<file path="config.mk">
export PLATFORM = sky130hd
export DESIGN_NAME = can_mode_seq
export DESIGN_NICKNAME = d
export VERILOG_FILES = /design/src/rtl/can_mode_pkg.sv /design/src/rtl/canms_fsm.sv /design/src/rtl/canms_ctl_regs.sv /design/src/rtl/canms_sts_delay.sv /design/src/rtl/can_mode_seq.sv
export SDC_FILE = /design/constraint.sdc
export NUM_CORES = 1
export LEC_CHECK = 0
export ABC_CLOCK_PERIOD_IN_PS = 3200
export BUFFER_PORTS_ARGS = -buffer_cell sky130_fd_sc_hd__buf_2
export CAP_MARGIN = 20
export CORE_UTILIZATION = 30
export CTS_CLUSTER_SIZE = 16
export DETAILED_ROUTE_END_ITERATION = 6
export PLACE_DENSITY = 0.64
export SLEW_MARGIN = 10
export SYNTH_ARGS = -nofsm -noshare
export SYNTH_HDL_FRONTEND = slang
export SYNTH_SLANG_ARGS = --single-unit
</file>
<file path="constraint.sdc">
create_clock -name clk -period 3.2 [get_ports clk]
set_input_delay 0.16 -clock clk [delete_from_list [all_inputs] [get_ports clk]]
set_output_delay 0.16 -clock clk [all_outputs]
set_load 0.02 [all_outputs]
</file>
<file path="src/rtl/can_mode_pkg.sv">
`timescale 1ns/1ps
package can_mode_pkg;

    typedef enum logic [2:0] {
        ST_SLEEP     = 3'd0,
        ST_RESET     = 3'd1,
        ST_HALT      = 3'd2,
        ST_OPER      = 3'd3,
        ST_RST_PEND  = 3'd4,
        ST_HALT_PEND = 3'd5
    } opmode_e;

    localparam logic [1:0] MC_RUN = 2'b00;
    localparam logic [1:0] MC_RST = 2'b01;
    localparam logic [1:0] MC_HLT = 2'b10;
    localparam logic [1:0] MC_FRC = 2'b11;

    localparam logic [1:0] BOR_AUTO_HALT = 2'b01;

    localparam int CTL_W      = 16;
    localparam int SEL_W      = 4;
    localparam int MODE_LSB   = 8;
    localparam int SLEEP_BIT  = 10;
    localparam int BOR_LSB    = 11;
    localparam int STS_RST    = 8;
    localparam int STS_HLT    = 9;
    localparam int STS_SLP    = 10;
    localparam int STS_N      = 3;

endpackage

</file>
<file path="src/rtl/canms_fsm.sv">
`timescale 1ns/1ps
module canms_fsm
    import can_mode_pkg::*;
(
    input  logic       clk,
    input  logic       rst_n,
    input  logic       ctl_wr,
    input  logic [1:0] wr_mode,
    input  logic       wr_sleep,
    input  logic       bus_idle,
    input  logic       bus_off,
    input  logic       bor_auto,
    output opmode_e    state,
    output logic [1:0] mode_q,
    output logic       sleep_q
);

    opmode_e    nxt;
    logic [1:0] mode_nxt;
    logic       sleep_nxt;
    logic       take_sleep;
    logic       mode_wr;
    logic       frc_wr;
    logic       auto_halt;

    assign take_sleep = ctl_wr && wr_sleep && (state == ST_RESET || state == ST_HALT);
    assign mode_wr    = ctl_wr && (state != ST_SLEEP) && !take_sleep;
    assign frc_wr     = mode_wr && (wr_mode == MC_FRC);
    assign auto_halt  = bus_off && bor_auto;

    always_ff @(posedge clk or negedge rst_n) begin
        if (!rst_n) begin
            state   <= ST_SLEEP;
            mode_q  <= MC_RST;
            sleep_q <= 1'b1;
        end else begin
            state   <= nxt;
            mode_q  <= mode_nxt;
            sleep_q <= sleep_nxt;
        end
    end

    always_comb begin
        nxt       = state;
        mode_nxt  = mode_q;
        sleep_nxt = sleep_q;
        unique case (state)
            ST_SLEEP: begin
                if (ctl_wr && !wr_sleep) begin
                    sleep_nxt = 1'b0;
                    nxt = (mode_q == MC_HLT) ? ST_HALT : ST_RESET;
                end
            end
            ST_RESET: begin
                if (take_sleep) begin
                    sleep_nxt = 1'b1;
                    nxt = ST_SLEEP;
                end else if (mode_wr) begin
                    mode_nxt = wr_mode;
                    if (wr_mode == MC_RUN)      nxt = ST_OPER;
                    else if (wr_mode == MC_HLT) nxt = ST_HALT;
                end
            end
            ST_HALT: begin
                if (take_sleep) begin
                    sleep_nxt = 1'b1;
                    nxt = ST_SLEEP;
                end else if (mode_wr) begin
                    mode_nxt = wr_mode;
                    if (wr_mode == MC_RUN)      nxt = ST_OPER;
                    else if (wr_mode != MC_HLT) nxt = ST_RESET;
                end
            end
            ST_OPER: begin
                if (frc_wr) begin
                    mode_nxt = MC_FRC;
                    nxt = ST_RESET;
                end else if (auto_halt) begin
                    mode_nxt = MC_HLT;
                    nxt = ST_HALT;
                end else if (mode_wr) begin
                    mode_nxt = wr_mode;
                    if (wr_mode == MC_RST)      nxt = ST_RST_PEND;
                    else if (wr_mode == MC_HLT) nxt = ST_HALT_PEND;
                end
            end
            ST_RST_PEND: begin
                if (frc_wr) begin
                    mode_nxt = MC_FRC;
                    nxt = ST_RESET;
                end else if (mode_wr && wr_mode == MC_RUN) begin
                    mode_nxt = MC_RUN;
                    nxt = ST_OPER;
                end else if (bus_idle) begin
                    nxt = ST_RESET;
                end
            end
            ST_HALT_PEND: begin
                if (frc_wr) begin
                    mode_nxt = MC_FRC;
                    nxt = ST_RESET;
                end else if (auto_halt) begin
                    nxt = ST_HALT;
                end else if (mode_wr && wr_mode == MC_RUN) begin
                    mode_nxt = MC_RUN;
                    nxt = ST_OPER;
                end else if (mode_wr && wr_mode == MC_RST) begin
                    mode_nxt = MC_RST;
                    nxt = ST_RST_PEND;
                end else if (bus_idle) begin
                    nxt = ST_HALT;
                end
            end
            default: begin
                nxt = ST_RESET;
            end
        endcase
    end


    forced_reset_chk: assert property (@(posedge clk) disable iff (!rst_n)
        (state == ST_OPER && ctl_wr && wr_mode == MC_FRC) |=> (state == ST_RESET));


    auto_halt_chk: assert property (@(posedge clk) disable iff (!rst_n)
        (state == ST_OPER && bus_off && bor_auto && !(ctl_wr && wr_mode == MC_FRC))
        |=> (state == ST_HALT));


    pend_hold_chk: assert property (@(posedge clk) disable iff (!rst_n)
        (state == ST_RST_PEND && !bus_idle && !ctl_wr) |=> (state == ST_RST_PEND));


    sleep_entry_chk: assert property (@(posedge clk) disable iff (!rst_n)
        (state != ST_SLEEP && state != ST_RESET && state != ST_HALT)
        |=> (state != ST_SLEEP));


    sleep_hold_chk: assert property (@(posedge clk) disable iff (!rst_n)
        (state == ST_SLEEP && !ctl_wr) |=> (state == ST_SLEEP));

endmodule

</file>
<file path="src/rtl/canms_ctl_regs.sv">
`timescale 1ns/1ps
module canms_ctl_regs
    import can_mode_pkg::*;
#(
    parameter int CFG_W = 24
) (
    input  logic             clk,
    input  logic             rst_n,
    input  logic             ctl_wr,
    input  logic [CTL_W-1:0] ctl_wdata,
    input  logic             cfg_wr,
    input  logic [CFG_W-1:0] cfg_wdata,
    input  logic             in_reset,
    input  logic             in_sleep,
    output logic [SEL_W-1:0] sel_q,
    output logic [1:0]       bor_q,
    output logic [CFG_W-1:0] cfg_q
);

    logic unused_wbits;
    assign unused_wbits = ^{ctl_wdata[CTL_W-1:BOR_LSB+2], ctl_wdata[BOR_LSB-1:SEL_W]};

    always_ff @(posedge clk or negedge rst_n) begin
        if (!rst_n) begin
            sel_q <= '0;
        end else if (ctl_wr && in_reset) begin
            sel_q <= ctl_wdata[SEL_W-1:0];
        end
    end

    always_ff @(posedge clk or negedge rst_n) begin
        if (!rst_n) begin
            bor_q <= '0;
        end else if (ctl_wr && !in_sleep) begin
            bor_q <= ctl_wdata[BOR_LSB+1:BOR_LSB];
        end
    end

    always_ff @(posedge clk or negedge rst_n) begin
        if (!rst_n) begin
            cfg_q <= '0;
        end else if (cfg_wr && in_reset) begin
            cfg_q <= cfg_wdata;
        end
    end


    cfg_lock_chk: assert property (@(posedge clk) disable iff (!rst_n)
        !in_reset |=> $stable(cfg_q));


    sel_lock_chk: assert property (@(posedge clk) disable iff (!rst_n)
        !in_reset |=> $stable(sel_q));

endmodule

</file>
<file path="src/rtl/canms_sts_delay.sv">
`timescale 1ns/1ps
module canms_sts_delay #(
    parameter int          W       = 3,
    parameter int          DLY     = 3,
    parameter logic [W-1:0] RST_VAL = '0
) (
    input  logic         clk,
    input  logic         rst_n,
    input  logic [W-1:0] din,
    output logic [W-1:0] dout
);

    generate
        if (DLY == 0) begin : g_pass
            assign dout = din;
        end else begin : g_pipe
            logic [W-1:0] stg [DLY];
            always_ff @(posedge clk or negedge rst_n) begin
                if (!rst_n) begin
                    for (int i = 0; i < DLY; i++) stg[i] <= RST_VAL;
                end else begin
                    stg[0] <= din;
                    for (int i = 1; i < DLY; i++) stg[i] <= stg[i-1];
                end
            end
            assign dout = stg[DLY-1];
        end
    endgenerate

endmodule

</file>
<file path="src/rtl/can_mode_seq.sv">
`timescale 1ns/1ps
module can_mode_seq
    import can_mode_pkg::*;
#(
    parameter int CFG_W   = 24,
    parameter int STS_DLY = 3
) (
    input  logic             clk,
    input  logic             rst_n,
    input  logic             ctl_wr,
    input  logic [15:0]      ctl_wdata,
    input  logic             cfg_wr,
    input  logic [CFG_W-1:0] cfg_wdata,
    input  logic             bus_idle,
    input  logic             bus_off,
    output logic [15:0]      ctl_rdata,
    output logic [15:0]      sts_rdata,
    output logic [CFG_W-1:0] cfg_q,
    output logic             engine_run
);

    localparam logic [STS_N-1:0] STS_RST_VAL = 3'b100;

    opmode_e          state;
    logic [1:0]       mode_q;
    logic             sleep_q;
    logic [SEL_W-1:0] sel_q;
    logic [1:0]       bor_q;
    logic [STS_N-1:0] sts_now;
    logic [STS_N-1:0] sts_late;

    canms_fsm u_fsm (
        .clk      (clk),
        .rst_n    (rst_n),
        .ctl_wr   (ctl_wr),
        .wr_mode  (ctl_wdata[MODE_LSB+1:MODE_LSB]),
        .wr_sleep (ctl_wdata[SLEEP_BIT]),
        .bus_idle (bus_idle),
        .bus_off  (bus_off),
        .bor_auto (bor_q == BOR_AUTO_HALT),
        .state    (state),
        .mode_q   (mode_q),
        .sleep_q  (sleep_q)
    );

    canms_ctl_regs #(.CFG_W(CFG_W)) u_regs (
        .clk       (clk),
        .rst_n     (rst_n),
        .ctl_wr    (ctl_wr),
        .ctl_wdata (ctl_wdata),
        .cfg_wr    (cfg_wr),
        .cfg_wdata (cfg_wdata),
        .in_reset  (state == ST_RESET),
        .in_sleep  (state == ST_SLEEP),
        .sel_q     (sel_q),
        .bor_q     (bor_q),
        .cfg_q     (cfg_q)
    );

    assign sts_now = {state == ST_SLEEP, state == ST_HALT, state == ST_RESET};

    canms_sts_delay #(.W(STS_N), .DLY(STS_DLY), .RST_VAL(STS_RST_VAL)) u_sts (
        .clk   (clk),
        .rst_n (rst_n),
        .din   (sts_now),
        .dout  (sts_late)
    );

    always_comb begin
        ctl_rdata = '0;
        ctl_rdata[SEL_W-1:0]             = sel_q;
        ctl_rdata[MODE_LSB+1:MODE_LSB]   = mode_q;
        ctl_rdata[SLEEP_BIT]             = sleep_q;
        ctl_rdata[BOR_LSB+1:BOR_LSB]     = bor_q;
        sts_rdata = '0;
        sts_rdata[STS_RST] = sts_late[0];
        sts_rdata[STS_HLT] = sts_late[1];
        sts_rdata[STS_SLP] = sts_late[2];
    end

    assign engine_run = (state == ST_OPER) || (state == ST_RST_PEND) || (state == ST_HALT_PEND);


    sleep_bit_chk: assert property (@(posedge clk) disable iff (!rst_n)
        engine_run |-> !ctl_rdata[SLEEP_BIT]);


    frc_over_busoff_chk: assert property (@(posedge clk) disable iff (!rst_n)
        (engine_run && ctl_wr && ctl_wdata[MODE_LSB+1:MODE_LSB] == MC_FRC && bus_off)
        |=> (!engine_run && ctl_rdata[MODE_LSB+1:MODE_LSB] == MC_FRC));

endmodule

</file>
======== Yosys cells after proc, flatten, opt, wreduce, memory -nomap -nowiden ========
Cells that the tools add are included.
storage, ports and cells
  word-level logic and storage cells ...... 99
  input bits .............................. 46
  output and inout bits ................... 57
  flip-flop bits (word level) ............. 45
cells by class
  reductions and logical operators ........ 27
  multiplexer cells ....................... 38
  eq/ne operators ......................... 25
operators by type and width
  operator                                                                count
  3-bit 2-to-1 mux                                                        22
  2-bit 2-to-1 mux                                                        11
  3-bit one-hot mux with 6 select lines                                   1
  1-bit logical AND                                                       12
  9-bit AND reduction                                                     1
  4-bit by 1-bit != test with 1-bit output (second input constant)        2
  4-bit != test (second input constant)                                   2
  2-bit one-hot mux with 4 select lines                                   1
  2-bit equality test (second input constant)                             3
  3-bit by 2-bit equality test with 1-bit output (second input constant)  2
  3-bit equality test (second input constant)                             2
  2-bit != test (second input constant)                                   3
  3-bit != test (second input constant)                                   2
  6-bit by 2-bit != test with 1-bit output (second input constant)        1
  5-bit by 1-bit != test with 1-bit output (second input constant)        1
  5-bit AND reduction                                                     1
  2-bit by 1-bit equality test with 1-bit output (second input constant)  2
  4-bit by 2-bit != test with 1-bit output (second input constant)        1
  4-bit nonzero test                                                      1
  3-bit by 1-bit equality test with 1-bit output (second input constant)  1
  1-bit zero test                                                         3
  3-bit zero test                                                         1
  1-bit logical OR                                                        3
  3-bit by 1-bit != test with 1-bit output (second input constant)        1
  other kinds (9)                                                         10

======== Depth between registers and ports, before layout ========
  word-level depth ........................ 11
  gate-level depth with buffers ........... 7
  mapped depth without buffers ............ 5

======== Hierarchy ========
A second synthesis with hierarchy kept.
second synthesis, totals
  cell total of the unflattened synthesis .. 209
  area, all modules ....................... 2433.6 um^2
modules (own cells, without submodules)
  module           instances  cells each  area each (um^2)  sequential area each (um^2)
  canms_ctl_regs   1          65          1202.4            750.7
  canms_fsm        1          103         775.7             152.6
  canms_sts_delay  1          12          251.5             229.0
  can_mode_seq     1          29          203.9             0.0

======== Worst setup path after synthesis ========
Ideal clock, no wire load.
  path kind ............................... register to register
  from .................................... reg u_fsm.state[0]
  to ...................................... reg u_regs.cfg_q[0]
  setup time .............................. 0.127 ns
  period minus slack after synthesis ...... 1.564 ns
  cell stages (with the launch flop) ...... 7
  data required time ...................... 3.073 ns
  data arrival time ....................... 1.437 ns
  slack ................................... 1.636 ns
  cell sequence ........................... dfrtp_1 -> buf_4 -> nor3b_2 -> and2_1 -> buf_2 -> buf_6 -> mux2_1
between the ends
  cells in the longest elaborated chain, start to end .. 2
RTL lines
  what                                            line                  text
  start, declared                                 canms_fsm.sv:13       output opmode_e state,
  start signal, assigned                          canms_fsm.sv:37       state <= nxt;
  3-bit by 1-bit equality test with 1-bit output  -
  named net sts_now[0]                            can_mode_seq.sv:29    logic [STS_N-1:0] sts_now;
  1-bit logical AND                               canms_ctl_regs.sv:42  end else if (cfg_wr && in_reset) begin
  end signal, assigned                            canms_ctl_regs.sv:43  cfg_q <= cfg_wdata;
  end, declared                                   canms_ctl_regs.sv:17  output logic [CFG_W-1:0] cfg_q
The timed path passes the listed nets, and every way through them passes these cells.
A chain may end at the register's enable or synchronous reset.

======== Final worst setup path ========
  from .................................... reg u_fsm.state[0]
  to ...................................... reg u_regs.cfg_q[13]
The elaborated chain is that of the path after synthesis.

==> reports/summary.txt <==
Max Slew Vio Count -> 0
unrepaired setup endpoints after global routing -> false
crit-path max cell delay -> 710 ps
buffers plus inverters on the worst setup path -> 1
die width -> 89.8 µm
Tmin final -> 2100 ps
maximum vdd drop -> 0.287 mV
Reg2Reg Setup Slack -> 1100 ps
number of routed nets with antenna violations -> 0
critical path's top delay family -> flip-flops
Boundary Pins -> 103
final non-filler cell total -> 370
Crit Reg-Reg Startpoint -> u_fsm.state[0]
Site Rows -> 31
Chip Height -> 89.8 µm
RD Place Congestion -> 0.859
Post-Syn Instances -> 200
Yosys top cell by area -> dfrtp_1
Lkg Pwr -> 1.30 nW
Resized cells post-CTS -> 0
area share of the largest cell type after synthesis -> 0.433
cells along the critical path -> nor3b_2 > and2_1 > buf_4 > mux2_2
# setup viols final -> 0
async set or reset register ratio after synthesis -> 1.00
multi-input logic area -> 985 µm²
Worst-Margin Slew -> 573 ps
Iter 0 DRT Violations -> 64
Post-Synthesis Cell Area -> 2310 µm²
worst skew pair latency -> 290 ps
# DRC -> 0
CTS buffer count -> 5
CTS tree -> built
Synth warnings -> 0
final hold vios -> 0
global-route wire length before repair -> 7.54 mm
f_max -> 476 MHz
drt first pass iters -> 4
share of layout cells above drive strength 1 -> 0.399
Synth area leaders -> dfrtp_1 (43%), mux2_1 (9.7%), buf_4 (8.1%), dfstp_2 (5.7%), mux2_2 (4.9%)
Hold WC Path Type -> in2reg
sequential cell area -> 1130 µm²
clock root cell -> clkbuf_8
Die ar. -> 8070 µm²
fin util -> 0.378
final instance area -> 2780 µm²
CP Capture Type -> flop
initial antenna violation count -> 0
P&R area growth vs syn -> 20.3%
main flop type after synthesis -> dfrtp_1
I/O Buffers -> 75
antenna cells -> 0
routed vias/inst -> 4.48
register area share after synthesis -> 0.489
r2r worst-path depth -> 4
Tcrit/Tclk final -> 0.657
run status -> finished clean
CP max stage cell -> dfrtp_1
Final nets -> 316
DR WL/cell -> 12.0 µm
reg-to-reg endpoint -> u_regs.cfg_q[13]
H-tree level count -> 2
Setup crit end -> u_regs.cfg_q[13]
largest net degree at the start of global routing -> 46
CP max FO -> 24
Syn Area/Cell -> 11.6 µm²
Power, Total -> 2.85 mW
grt ovf -> 0
DP HPWL -> 3.27 mm
Core Footprint -> 7370 µm²
Setup TNS -> 0 ps
area post-placement -> 2640 µm²
Initial Util -> 0.314
relative slew slack -> 0.618
worst clock skew -> 7.02 ps
power per cell area -> 1020 nW/µm²
count of unique library cells instantiated by Yosys -> 52
maxcap violations -> 0
CTS Buffer Depth -> 2
vias in the first global route -> 1596
CP required -> 3380 ps
WP data arrival -> 2280 ps
Vias -> 1659
crit start category -> flop
WL final -> 4.45 mm
fill cell count -> 738
GRT Util Overall -> 0.116
most frequent cells after synthesis -> dfrtp_1 (40), buf_4 (25), mux2_1 (20), nand2_1 (13), mux2_2 (10)
placed insts -> 360
Worst Setup SP -> u_fsm.state[0]
count leader, synth -> dfrtp_1
synthesis-stage register bit count -> 45
# clock sinks -> 45
Crit Path Category -> reg2reg
Clk pin slew, worst setup/hold paths -> 80 ps
Levels on crit path -> 4
Post-synth EDFFs -> 0
==> flip-flops by register name, indices dropped and copies added (netlist names) <==
signal and flops:
u_regs.cfg_q 24, u_sts.g_pipe.stg 6, u_regs.sel_q 4, u_fsm.state 3, u_sts.dout 3, u_fsm.mode_q 2
u_regs.bor_q 2, u_fsm.sleep_q 1
==> kinds of logic (layout without fill, tap and decap cells) <==
kind of cell	after synthesis	in the layout	share of synthesized area
compound gates	35	35	0.118
buf+inv	39	91	0.116
flops	45	45	0.489
mux	31	31	0.150
other cells	1	20	0.00162
simple gates	49	49	0.124
==> worst min-delay path by stage <==
stage | from | end | slack [ps] | depth (start not counted)
3_3_place_gp | u_sts.g_pipe.stg[7] | u_sts.g_pipe.stg[4] | 330 | 0
2_1_floorplan | rst_n | u_fsm.mode_q[1] | -140 | 0
6_report | cfg_wdata[19] | u_regs.cfg_q[19] | 80 | 2
5_1_grt | cfg_wdata[7] | u_regs.cfg_q[7] | 70 | 2
3_5_place_dp | u_sts.g_pipe.stg[3] | u_sts.dout[0] | 340 | 0
4_1_cts | rst_n | u_regs.cfg_q[23] | 60 | 1
==> layout by cell type (no fill, tap or decap), types with 3 or more instances in the layout <==
cell / Yosys / layout
dfstp_2: 5 / 5
clkbuf_8: 0 / 5
conb_1: 1 / 20
nand2b_1: 6 / 6
buf_2: 4 / 75
nor2_1: 4 / 4
nand3_1: 4 / 4
nor3_1: 3 / 3
inv_1: 4 / 4
o21ai_0: 8 / 8
a21oi_1: 4 / 4
nand2_1: 13 / 13
dfrtp_1: 40 / 40
o21ai_1: 3 / 3
mux2_2: 10 / 10
mux2_1: 20 / 20
==> routing by layer <==
layer  vias up  global-route usage  routed length, µm
li1        805                   -                  -
met1       760               0.154               2110
met2        86               0.182               1940
met3         8              0.0313                335
met4         0              0.0423                 66
met5         -                   0                  0
==> layout make-up <==
type,instances,area share
multi-input cells,135,0.354
repair buffers,78,0.148
clock buffers,6,0.0261
well taps,99,0.0445
flip-flops and latches,45,0.407
inverters,5,0.00674
clock inverters,2,0.0139
==> what timing repair did <==
| action | in CTS | in global routing |
|---|---|---|
| setup buffers | 0 | 0 |
| hold buffers | 0 | 1 |
| hold endpoints to repair | 0 | 11 |
==> power by group <==
part / switching, mW / internal [mW]
Combinational: 0.802 / 0.572
Clock: 0.187 / 0.234
Sequential: 0.182 / 0.870
Total: 1.17 / 1.68
==> metrics by stage <==
stage / hold slack (ps) / setup WS (ps)
floorplan: -136 / 1640
global placement: 332 / 1090
detailed placement: 336 / 1050
CTS: 57.4 / 1040
global route: 69.5 / 931
finish: 81.2 / 1100
Power figures use the tool's default switching activity.
